`config.mk`:
```
export PLATFORM = sky130hd
export DESIGN_NAME = spi_reg_slave
export DESIGN_NICKNAME = d
export VERILOG_FILES = /design/src/rtl/spi_regif_pkg.sv /design/src/rtl/spi_edge_sync.sv /design/src/rtl/spi_reg_bank.sv /design/src/rtl/spi_shift_engine.sv /design/src/rtl/spi_reg_slave.sv
export SDC_FILE = /design/constraint.sdc
export NUM_CORES = 1
export LEC_CHECK = 0
export ABC_CLOCK_PERIOD_IN_PS = 34200
export BUFFER_PORTS_ARGS = -buffer_cell sky130_fd_sc_hd__buf_2
export CAP_MARGIN = 15
export CORE_MARGIN = 1.5
export CORE_UTILIZATION = 40
export DETAILED_ROUTE_END_ITERATION = 12
export PLACE_DENSITY_LB_ADDON = 0.05
export SKIP_CTS_REPAIR_TIMING = 1
export SLEW_MARGIN = 10
export SYNTH_ARGS = -nofsm -noshare
export SYNTH_HDL_FRONTEND = slang
export SYNTH_HIERARCHICAL = 1
export SYNTH_SLANG_ARGS = --single-unit
```
`constraint.sdc`:
```
create_clock -name clk -period 34.2 [get_ports clk]
set_clock_uncertainty 0.15 [all_clocks]
set_input_delay 0 -clock clk [delete_from_list [all_inputs] [get_ports clk]]
set_output_delay 0 -clock clk [all_outputs]
set_load 0.01 [all_outputs]
```
`src/rtl/spi_regif_pkg.sv`:
```
package spi_regif_pkg;

  typedef enum logic [1:0] {
    ACC_NONE = 2'b00,
    ACC_REG  = 2'b01,
    ACC_FBUF = 2'b10,
    ACC_SRAM = 2'b11
  } acc_mode_e;

  typedef struct packed {
    acc_mode_e  mode;
    logic       wr;
    logic [5:0] addr;
  } cmd_t;

  // bit 7 picks register access; otherwise bit 5 splits frame buffer from SRAM
  function automatic cmd_t decode_cmd(input logic [7:0] b);
    cmd_t c;
    c.wr   = b[6];
    c.addr = b[5:0];
    if (b[7])      c.mode = ACC_REG;
    else if (b[5]) c.mode = ACC_FBUF;
    else           c.mode = ACC_SRAM;
    return c;
  endfunction

endpackage

```
`src/rtl/spi_edge_sync.sv`:
```
module spi_edge_sync #(
  parameter int STAGES = 2
) (
  input  logic clk,
  input  logic rst_n,
  input  logic sclk,
  input  logic cs_n,
  input  logic mosi,
  output logic sclk_rise,
  output logic sclk_fall,
  output logic cs_fall,
  output logic cs_rise,
  output logic cs_lvl,
  output logic mosi_s
);

  localparam int TOP = STAGES - 1;

  logic [TOP:0] sclk_q, cs_q, mosi_q;
  logic [TOP:0] sclk_n, cs_nx, mosi_n;
  logic         sclk_d, cs_d;

  generate
    if (STAGES == 1) begin : g_single
      always_comb begin
        sclk_n = sclk;
        cs_nx  = cs_n;
        mosi_n = mosi;
      end
    end else begin : g_chain
      always_comb begin
        sclk_n = {sclk_q[TOP-1:0], sclk};
        cs_nx  = {cs_q[TOP-1:0], cs_n};
        mosi_n = {mosi_q[TOP-1:0], mosi};
      end
    end
  endgenerate

  always_ff @(posedge clk or negedge rst_n) begin
    if (!rst_n) begin
      sclk_q <= '0;
      cs_q   <= '1;
      mosi_q <= '0;
      sclk_d <= 1'b0;
      cs_d   <= 1'b1;
    end else begin
      sclk_q <= sclk_n;
      cs_q   <= cs_nx;
      mosi_q <= mosi_n;
      sclk_d <= sclk_q[TOP];
      cs_d   <= cs_q[TOP];
    end
  end

  assign sclk_rise = sclk_q[TOP] & ~sclk_d;
  assign sclk_fall = ~sclk_q[TOP] & sclk_d;
  assign cs_fall   = ~cs_q[TOP] & cs_d;
  assign cs_rise   = cs_q[TOP] & ~cs_d;
  assign cs_lvl    = cs_q[TOP];
  assign mosi_s    = mosi_q[TOP];

endmodule

```
`src/rtl/spi_reg_bank.sv`:
```
module spi_reg_bank #(
  parameter int          AW        = 6,
  parameter int          DW        = 8,
  parameter int          CFG_ADDR  = 63,
  parameter logic [7:0]  CFG_RESET = 8'h01
) (
  input  logic          clk,
  input  logic          rst_n,
  input  logic          wr_en,
  input  logic [AW-1:0] wr_addr,
  input  logic [DW-1:0] wr_data,
  input  logic [AW-1:0] rd_addr,
  output logic [DW-1:0] rd_data,
  output logic [DW-1:0] cfg_q
);

  localparam int DEPTH = 1 << AW;

  logic [DEPTH*DW-1:0] flat;

  generate
    for (genvar i = 0; i < DEPTH; i++) begin : g_ent
      localparam logic [DW-1:0] RV = (i == CFG_ADDR) ? DW'(CFG_RESET) : '0;
      logic          hit;
      logic [DW-1:0] q, q_n;

      assign hit = wr_en && (wr_addr == AW'(i));

      always_comb begin
        q_n = q;
        if (hit) q_n = wr_data;
      end

      always_ff @(posedge clk or negedge rst_n) begin
        if (!rst_n) q <= RV;
        else        q <= q_n;
      end

      assign flat[i*DW +: DW] = q;
    end
  endgenerate

  assign rd_data = flat[rd_addr*DW +: DW];
  assign cfg_q   = flat[CFG_ADDR*DW +: DW];

endmodule

```
`src/rtl/spi_shift_engine.sv`:
```
module spi_shift_engine
  import spi_regif_pkg::*;
#(
  parameter int AW = 6,
  parameter int DW = 8
) (
  input  logic          clk,
  input  logic          rst_n,
  input  logic          sclk_rise,
  input  logic          sclk_fall,
  input  logic          cs_fall,
  input  logic          cs_rise,
  input  logic          mosi_s,
  input  logic [DW-1:0] status_byte,
  input  logic [DW-1:0] rd_data,
  output logic [AW-1:0] rd_addr,
  output logic          wr_en,
  output logic [AW-1:0] wr_addr,
  output logic [DW-1:0] wr_data,
  output logic          cmd_stb,
  output cmd_t          cmd,
  output logic          miso,
  output logic          miso_oe
);

  localparam int CW = $clog2(DW);
  localparam logic [CW-1:0] LAST_BIT = CW'(DW - 1);

  logic          active, active_n;
  logic [CW-1:0] bit_cnt, bit_cnt_n;
  logic [1:0]    byte_idx, byte_idx_n;
  logic [DW-2:0] rx_sr, rx_sr_n;
  logic [DW-1:0] tx_sr, tx_sr_n;
  logic          load_pend, load_pend_n;
  cmd_t          cmd_q, cmd_n;
  logic          stb_q, stb_n;
  logic          wr_q, wr_n;
  logic [DW-1:0] wdat_q, wdat_n;
  logic [DW-1:0] full_byte;
  logic [DW-1:0] next_tx;

  assign full_byte = {rx_sr, mosi_s};

  // data for the byte that follows a completed one
  always_comb begin
    next_tx = '0;
    if (byte_idx == 2'd1 && cmd_q.mode == ACC_REG && !cmd_q.wr)
      next_tx = rd_data;
  end

  always_comb begin
    active_n    = active;
    bit_cnt_n   = bit_cnt;
    byte_idx_n  = byte_idx;
    rx_sr_n     = rx_sr;
    tx_sr_n     = tx_sr;
    load_pend_n = load_pend;
    cmd_n       = cmd_q;
    stb_n       = 1'b0;
    wr_n        = 1'b0;
    wdat_n      = wdat_q;
    if (cs_rise) begin
      active_n    = 1'b0;
      bit_cnt_n   = '0;
      byte_idx_n  = 2'd0;
      tx_sr_n     = '0;
      load_pend_n = 1'b0;
    end else if (cs_fall) begin
      active_n    = 1'b1;
      bit_cnt_n   = '0;
      byte_idx_n  = 2'd0;
      tx_sr_n     = status_byte;
      load_pend_n = 1'b0;
    end else if (active) begin
      if (sclk_rise) begin
        rx_sr_n   = full_byte[DW-2:0];
        bit_cnt_n = bit_cnt + 1'b1;
        if (bit_cnt == LAST_BIT) begin
          load_pend_n = 1'b1;
          case (byte_idx)
            2'd0: begin
              cmd_n      = decode_cmd(full_byte);
              stb_n      = 1'b1;
              byte_idx_n = 2'd1;
            end
            2'd1: begin
              if (cmd_q.mode == ACC_REG && cmd_q.wr) begin
                wr_n   = 1'b1;
                wdat_n = full_byte;
              end
              byte_idx_n = 2'd2;
            end
            default: byte_idx_n = 2'd2;
          endcase
        end
      end
      if (sclk_fall) begin
        if (load_pend) begin
          tx_sr_n     = next_tx;
          load_pend_n = 1'b0;
        end else begin
          tx_sr_n = {tx_sr[DW-2:0], 1'b0};
        end
      end
    end
  end

  always_ff @(posedge clk or negedge rst_n) begin
    if (!rst_n) begin
      active    <= 1'b0;
      bit_cnt   <= '0;
      byte_idx  <= 2'd0;
      rx_sr     <= '0;
      tx_sr     <= '0;
      load_pend <= 1'b0;
      cmd_q     <= '{mode: ACC_NONE, wr: 1'b0, addr: '0};
      stb_q     <= 1'b0;
      wr_q      <= 1'b0;
      wdat_q    <= '0;
    end else begin
      active    <= active_n;
      bit_cnt   <= bit_cnt_n;
      byte_idx  <= byte_idx_n;
      rx_sr     <= rx_sr_n;
      tx_sr     <= tx_sr_n;
      load_pend <= load_pend_n;
      cmd_q     <= cmd_n;
      stb_q     <= stb_n;
      wr_q      <= wr_n;
      wdat_q    <= wdat_n;
    end
  end

  assign rd_addr = cmd_q.addr;
  assign wr_addr = cmd_q.addr;
  assign wr_en   = wr_q;
  assign wr_data = wdat_q;
  assign cmd_stb = stb_q;
  assign cmd     = cmd_q;
  assign miso    = active & tx_sr[DW-1];
  assign miso_oe = active;

endmodule

```
`src/rtl/spi_reg_slave.sv`:
```
module spi_reg_slave
  import spi_regif_pkg::*;
#(
  parameter int         SYNC_STAGES = 2,
  parameter int         CFG_ADDR    = 63,
  parameter logic [7:0] CFG_RESET   = 8'h01,
  parameter int         STAT_BIT    = 0
) (
  input  logic       clk,
  input  logic       rst_n,
  input  logic       sclk,
  input  logic       cs_n,
  input  logic       mosi,
  input  logic [7:0] status_in,
  output logic       miso,
  output logic       miso_oe,
  output logic       cmd_stb,
  output logic [1:0] cmd_mode,
  output logic       cmd_wr
);

  localparam int AW = 6;
  localparam int DW = 8;

  logic [1:0]    rst_pipe;
  logic          rst_sync_n;
  logic          sclk_rise, sclk_fall, cs_fall, cs_rise, cs_s, mosi_s;
  logic [AW-1:0] rd_addr, wr_addr;
  logic [DW-1:0] rd_data, wr_data, cfg_q, status_byte;
  logic          wr_en;
  cmd_t          cmd;

  // reset asserts at once, releases two clocks later
  always_ff @(posedge clk or negedge rst_n) begin
    if (!rst_n) rst_pipe <= 2'b00;
    else        rst_pipe <= {rst_pipe[0], 1'b1};
  end
  assign rst_sync_n = rst_pipe[1];

  spi_edge_sync #(.STAGES(SYNC_STAGES)) u_sync (
    .clk      (clk),
    .rst_n    (rst_sync_n),
    .sclk     (sclk),
    .cs_n     (cs_n),
    .mosi     (mosi),
    .sclk_rise(sclk_rise),
    .sclk_fall(sclk_fall),
    .cs_fall  (cs_fall),
    .cs_rise  (cs_rise),
    .cs_lvl   (cs_s),
    .mosi_s   (mosi_s)
  );

  assign status_byte = cfg_q[STAT_BIT] ? status_in : '0;

  spi_shift_engine #(.AW(AW), .DW(DW)) u_eng (
    .clk        (clk),
    .rst_n      (rst_sync_n),
    .sclk_rise  (sclk_rise),
    .sclk_fall  (sclk_fall),
    .cs_fall    (cs_fall),
    .cs_rise    (cs_rise),
    .mosi_s     (mosi_s),
    .status_byte(status_byte),
    .rd_data    (rd_data),
    .rd_addr    (rd_addr),
    .wr_en      (wr_en),
    .wr_addr    (wr_addr),
    .wr_data    (wr_data),
    .cmd_stb    (cmd_stb),
    .cmd        (cmd),
    .miso       (miso),
    .miso_oe    (miso_oe)
  );

  spi_reg_bank #(
    .AW(AW), .DW(DW), .CFG_ADDR(CFG_ADDR), .CFG_RESET(CFG_RESET)
  ) u_bank (
    .clk    (clk),
    .rst_n  (rst_sync_n),
    .wr_en  (wr_en),
    .wr_addr(wr_addr),
    .wr_data(wr_data),
    .rd_addr(rd_addr),
    .rd_data(rd_data),
    .cfg_q  (cfg_q)
  );

  assign cmd_mode = cmd.mode;
  assign cmd_wr   = cmd.wr;

endmodule

```
==> results by stage <==
Worst setup path:
- The data arrival time of the worst path is about 4600 ps.
- The slowest stage of the critical path belongs to the cell a2111oi_0.
- Of all nets on the critical path, the largest fanout is 88.
- The data required time of the critical path is 34,580 ps.
- The category of the critical setup timing path is reg -> reg.
- Walking the worst path, the cells encountered are buf_12, mux4_1, nor2_1, o31a_1, a2111oi_0, a311o_1, a311o_1, a22o_1.
- The setup slack on the worst flop-to-flop path is 29,940 ps.
- On the worst path, the slowest cell contributes a delay of ~1000 ps.
- The count of buffer and inverter cells on the critical path is 1.
- The worst flop-to-flop path startpoint is u_eng/rd_addr[0].
- STA classifies the critical path endpoint as a register.
- The most frequent cell on the critical path is a311o_1.
- On the critical path the largest part of the delay comes from compound AO/OA/AOI/OAI gates.
- The number of cells traversed by the worst register-to-register path is 8.
- The type of origin of the critical path is a register.
- The endpoint of the most critical register-to-register path is u_eng/tx_sr[4].

STA:
- For the pin with the worst max-slew slack, the measured transition is about 1200 ps.
- The final-report max-slew violation count was 0.
- The routed design could run at a clock period as short as roughly 4300 ps.
- The peak clock frequency supported by timing is ~230 MHz.
- Measured against its own limit, the worst slew margin works out to between 20% and 30%.
- Final hold analysis gives a worst-case slack of ~140 ps.
- Setup repair after global routing left no endpoint under its margin.
- The number of hold violations in the final report is 0.
- In the finished design, the share of the clock period the worst path needs comes to 12.46%.
- Setup violations remaining at the end of the flow were counted as 0.
- The accumulated negative setup slack is 0 ps.
- The worst path setup slack after routing is between 20,000 and 30,000 ps.

Pwr:
- Of the total power, the share spent switching nets is a little over a fifth.
- The design internal power is between 1 and 1.5 mW.
- Per report_power, the sequential group accounts for 47.5% of the total.
- Combinational logic burns ~1.5% of the power.
- The part of the total power dissipated in the clock network is between 50 and 60%.
- Power comes to roughly 1.4 mW.
- The leakage component of the power is between 10 and 15 nW.
- The maximum ir drop on the vdd rail is around 0.035 mV.
- The power per cell area is a little under 50 nW/µm².
- The switching power is ~0.3 mW.

Route:
- In the final routed layout, each cell accounts on average for 25.92 µm.
- The via count is approximately 15,000.
- For this run, the detailed router's first-pass iteration total came to 5.
- For this block, the routed nets add up to roughly 67 mm of wire.
- Using the TritonRoute via totals, the vias-per-cell ratio works out to 5.626.
- The count of nets left with antenna violations once routing finished came out at 0.
- The DRC violation count after routing is 0.
- For this block, the initial DRC count from the detailed router was ~910.

Clock tree:
- The clock slew seen by the registers of the worst setup and hold paths is 60 ps.
- The H-tree was split into 3 levels.
- The clock tree root driver cell is clkbuf_16.
- The largest buffer count on any clock path is 3.
- TritonCTS built the clock tree.
- Clock latency on the worst-skew pair, taken at its later pin, is about 590 ps.
- TritonCTS created 68 clock buffers.
- Counting every sink on the clock net gives between 500 and 600.

GRT:
- The total congestion overflow after global routing is 0.
- The number of antenna violations at the first check in global routing is 0.
- The number of global-route vias before repair came to about 15,000.
- The total global routing track utilization is 20.86%.
- Entering global routing, the biggest net connects about 190 pins.
- The wire length of the first global-routing pass is just over 100 mm.

Synth:
- In this run the cell area of the synthesized design comes to between 20,000 and 30,000 µm².
- Of all flip-flops after synthesis, the portion carrying an async set or reset was 100.0%.
- Synthesis instantiated 64 different standard cells from the library.
- In the post-synthesis netlist, the biggest area contributors are dfrtp_1, mux2_2, mux4_2.
- During synthesis, Yosys emitted a total of 6 warnings.
- The cell type with the largest total area after synthesis is dfrtp_1.
- Counting every net in the synthesized netlist gives 1,711.
- Yosys mapped a number of flops with a built-in enable equal to 0.
- The post-synthesis instance total is between 1,500 and 2,000.
- The most instantiated flip-flop cell in the synthesis netlist is dfrtp_1.
- The synthesized area per cell is between 15 and 20 µm².
- The sequential cell area fraction in the yosys report is between 50 and 60%.
- Summed over its instances, the top area cell type makes up between 50% and 60% of the synthesized netlist area.
- The number of synthesized register bits is between 500 and 600.

Min path:
- The tightest min-delay check is of the in -> async type.

Floorplan:
- Once the floorplan was initialized, standard cells occupied roughly 40% of the core.
- After floorplanning, the core was sized to cover approximately 64,000 µm².
- The cell row count is 93.
- The vertical die dimension is ~260 µm.
- The die extent in x is 257.3 µm.
- The number of top-level pins is 19.
- The area of the die is about 66,000 µm².

Final layout:
- The number of nets in the final layout is 1,706.
- Cells with a size suffix above 1 make up around half of the layout.
- The final antenna diode count is 0.
- The most common cell after layout, fill and taps aside is dfrtp_1.
- The library cells used most frequently in the layout, excluding fill and tap cells, are dfrtp_1, mux2_2, mux4_2, clkbuf_16, nand2_1.
- The filler-free cell count of the finished design is 2,594.
- From synthesis to final layout, the design area changed by 12.04%.
- The core occupancy in the finished layout is a little under half.
- After routing the design area is just under 30,000 µm².

Placed design:
- Timing analysis after detailed placement gives a worst setup slack of 29,930 ps.
- The cell area after placement is approximately 27,000 µm².
- The placed instance count is between 2,000 and 2,500.
- At the end of routability-driven placement, the weighted congestion stood at between 0.7 and 0.8.
- The half-perimeter wire length of the detailed placement result is 41.06 mm.
- The port buffer count is 18.

Job:
- Max-cap violations in this run came to 0.

Outcome:
- The run finished with clean final reports.
## kinds of logic (layout without fill, tap and decap cells)
kind of cell             Yosys count  after routing  share of synthesized area [%]
AO/OA/AOI/OAI                     99             99                          2.753
XOR/XNOR                           1              1                        0.03387
adder cells (fa/ha/maj)            3              3                         0.1452
buffers and inverters            138            182                          2.874
flip-flops                       563            563                          54.50
multiplexers                     681            681                          35.47
other                              1              1                        0.01450
AND/OR/NAND/NOR                  209            209                          4.214
## layer usage
layer | vias to the layer above | track usage, % | part of all wire (%) | wire length [µm]
met4 | 0 | 5.016 | 2.0 | 1358
met5 | - | 0 | 0 | 0
met1 | 7984 | 30.51 | 48 | 32400
met2 | 209 | 32.50 | 47 | 31570
met3 | 95 | 3.329 | 2.9 | 1919
li1 | 6307 | - | - | -
## registers in the layout, summed over array words and instances, names as in the netlist, 2 cells and up
name            flops
u_bank/g_ent.q    504
u_bank/cfg_q        8
u_eng/tx_sr         8
u_eng/wr_data       8
u_eng/rx_sr         7
u_eng/rd_addr       6
u_eng/bit_cnt       3
u_eng/cmd           3
rst_pipe            2
u_eng/byte_idx      2
u_sync/cs_q         2
u_sync/mosi_q       2
u_sync/sclk_q       2
## worst max path at each step
stage / start / endpoint / slack [ps] / cells past startpoint
6_report: u_eng/rd_addr[0] / u_eng/tx_sr[4] / 29940 / 8
5_1_grt: rst_pipe[1] / u_eng/rd_addr[1] / 29520 / 3
4_1_cts: u_eng/rd_addr[0] / u_eng/tx_sr[2] / 29910 / 8
3_5_place_dp: u_eng/rd_addr[0] / u_eng/tx_sr[2] / 29930 / 8
3_3_place_gp: u_eng/rd_addr[0] / u_eng/tx_sr[2] / 29650 / 8
2_1_floorplan: rst_pipe[1] / u_bank/cfg_q[1] / 17200 / 0
## synthesized netlist by cell type, types with 8 or more instances
library cell,instances
nand2_1,69
a21oi_1,10
o221ai_1,8
a22oi_1,14
mux4_1,21
buf_6,9
nor2_2,18
dfrtp_1,559
nor2_1,33
mux4_2,107
o22ai_1,22
and2_1,11
mux2i_1,13
clkbuf_1,73
buf_4,23
buf_2,11
nor2b_1,10
buf_1,11
mux2_2,537
a22o_1,8
nor3_1,16
o21ai_0,10
nand2b_1,10
## power groups by stage
stage	clock network (mW)	logic (mW)	registers (mW)
finish	0.726	0.0207	0.675
global route	0.777	0.0239	0.676
global placement	0	0.0200	0.687
detailed placement	0	0.0203	0.687
floorplan	0	0.00591	0.694
CTS	0.750	0.0205	0.675
## layout make-up
type | instances | area (µm²)
Clock buffer | 102 | 2063
Clock inverter | 17 | 197.7
Fill cell | 5749 | 35260
Inverter | 5 | 18.77
Multi-Input combinational cell | 994 | 11040
Sequential cell | 563 | 14120
Tap cell | 855 | 1070
Timing Repair Buffer | 58 | 467.9
## worst min-delay path, delay by kind of cell
family	cells	cell delay (ps)
buffers and inverters	3	1190
No activity file was read; power rests on OpenSTA's default activity.
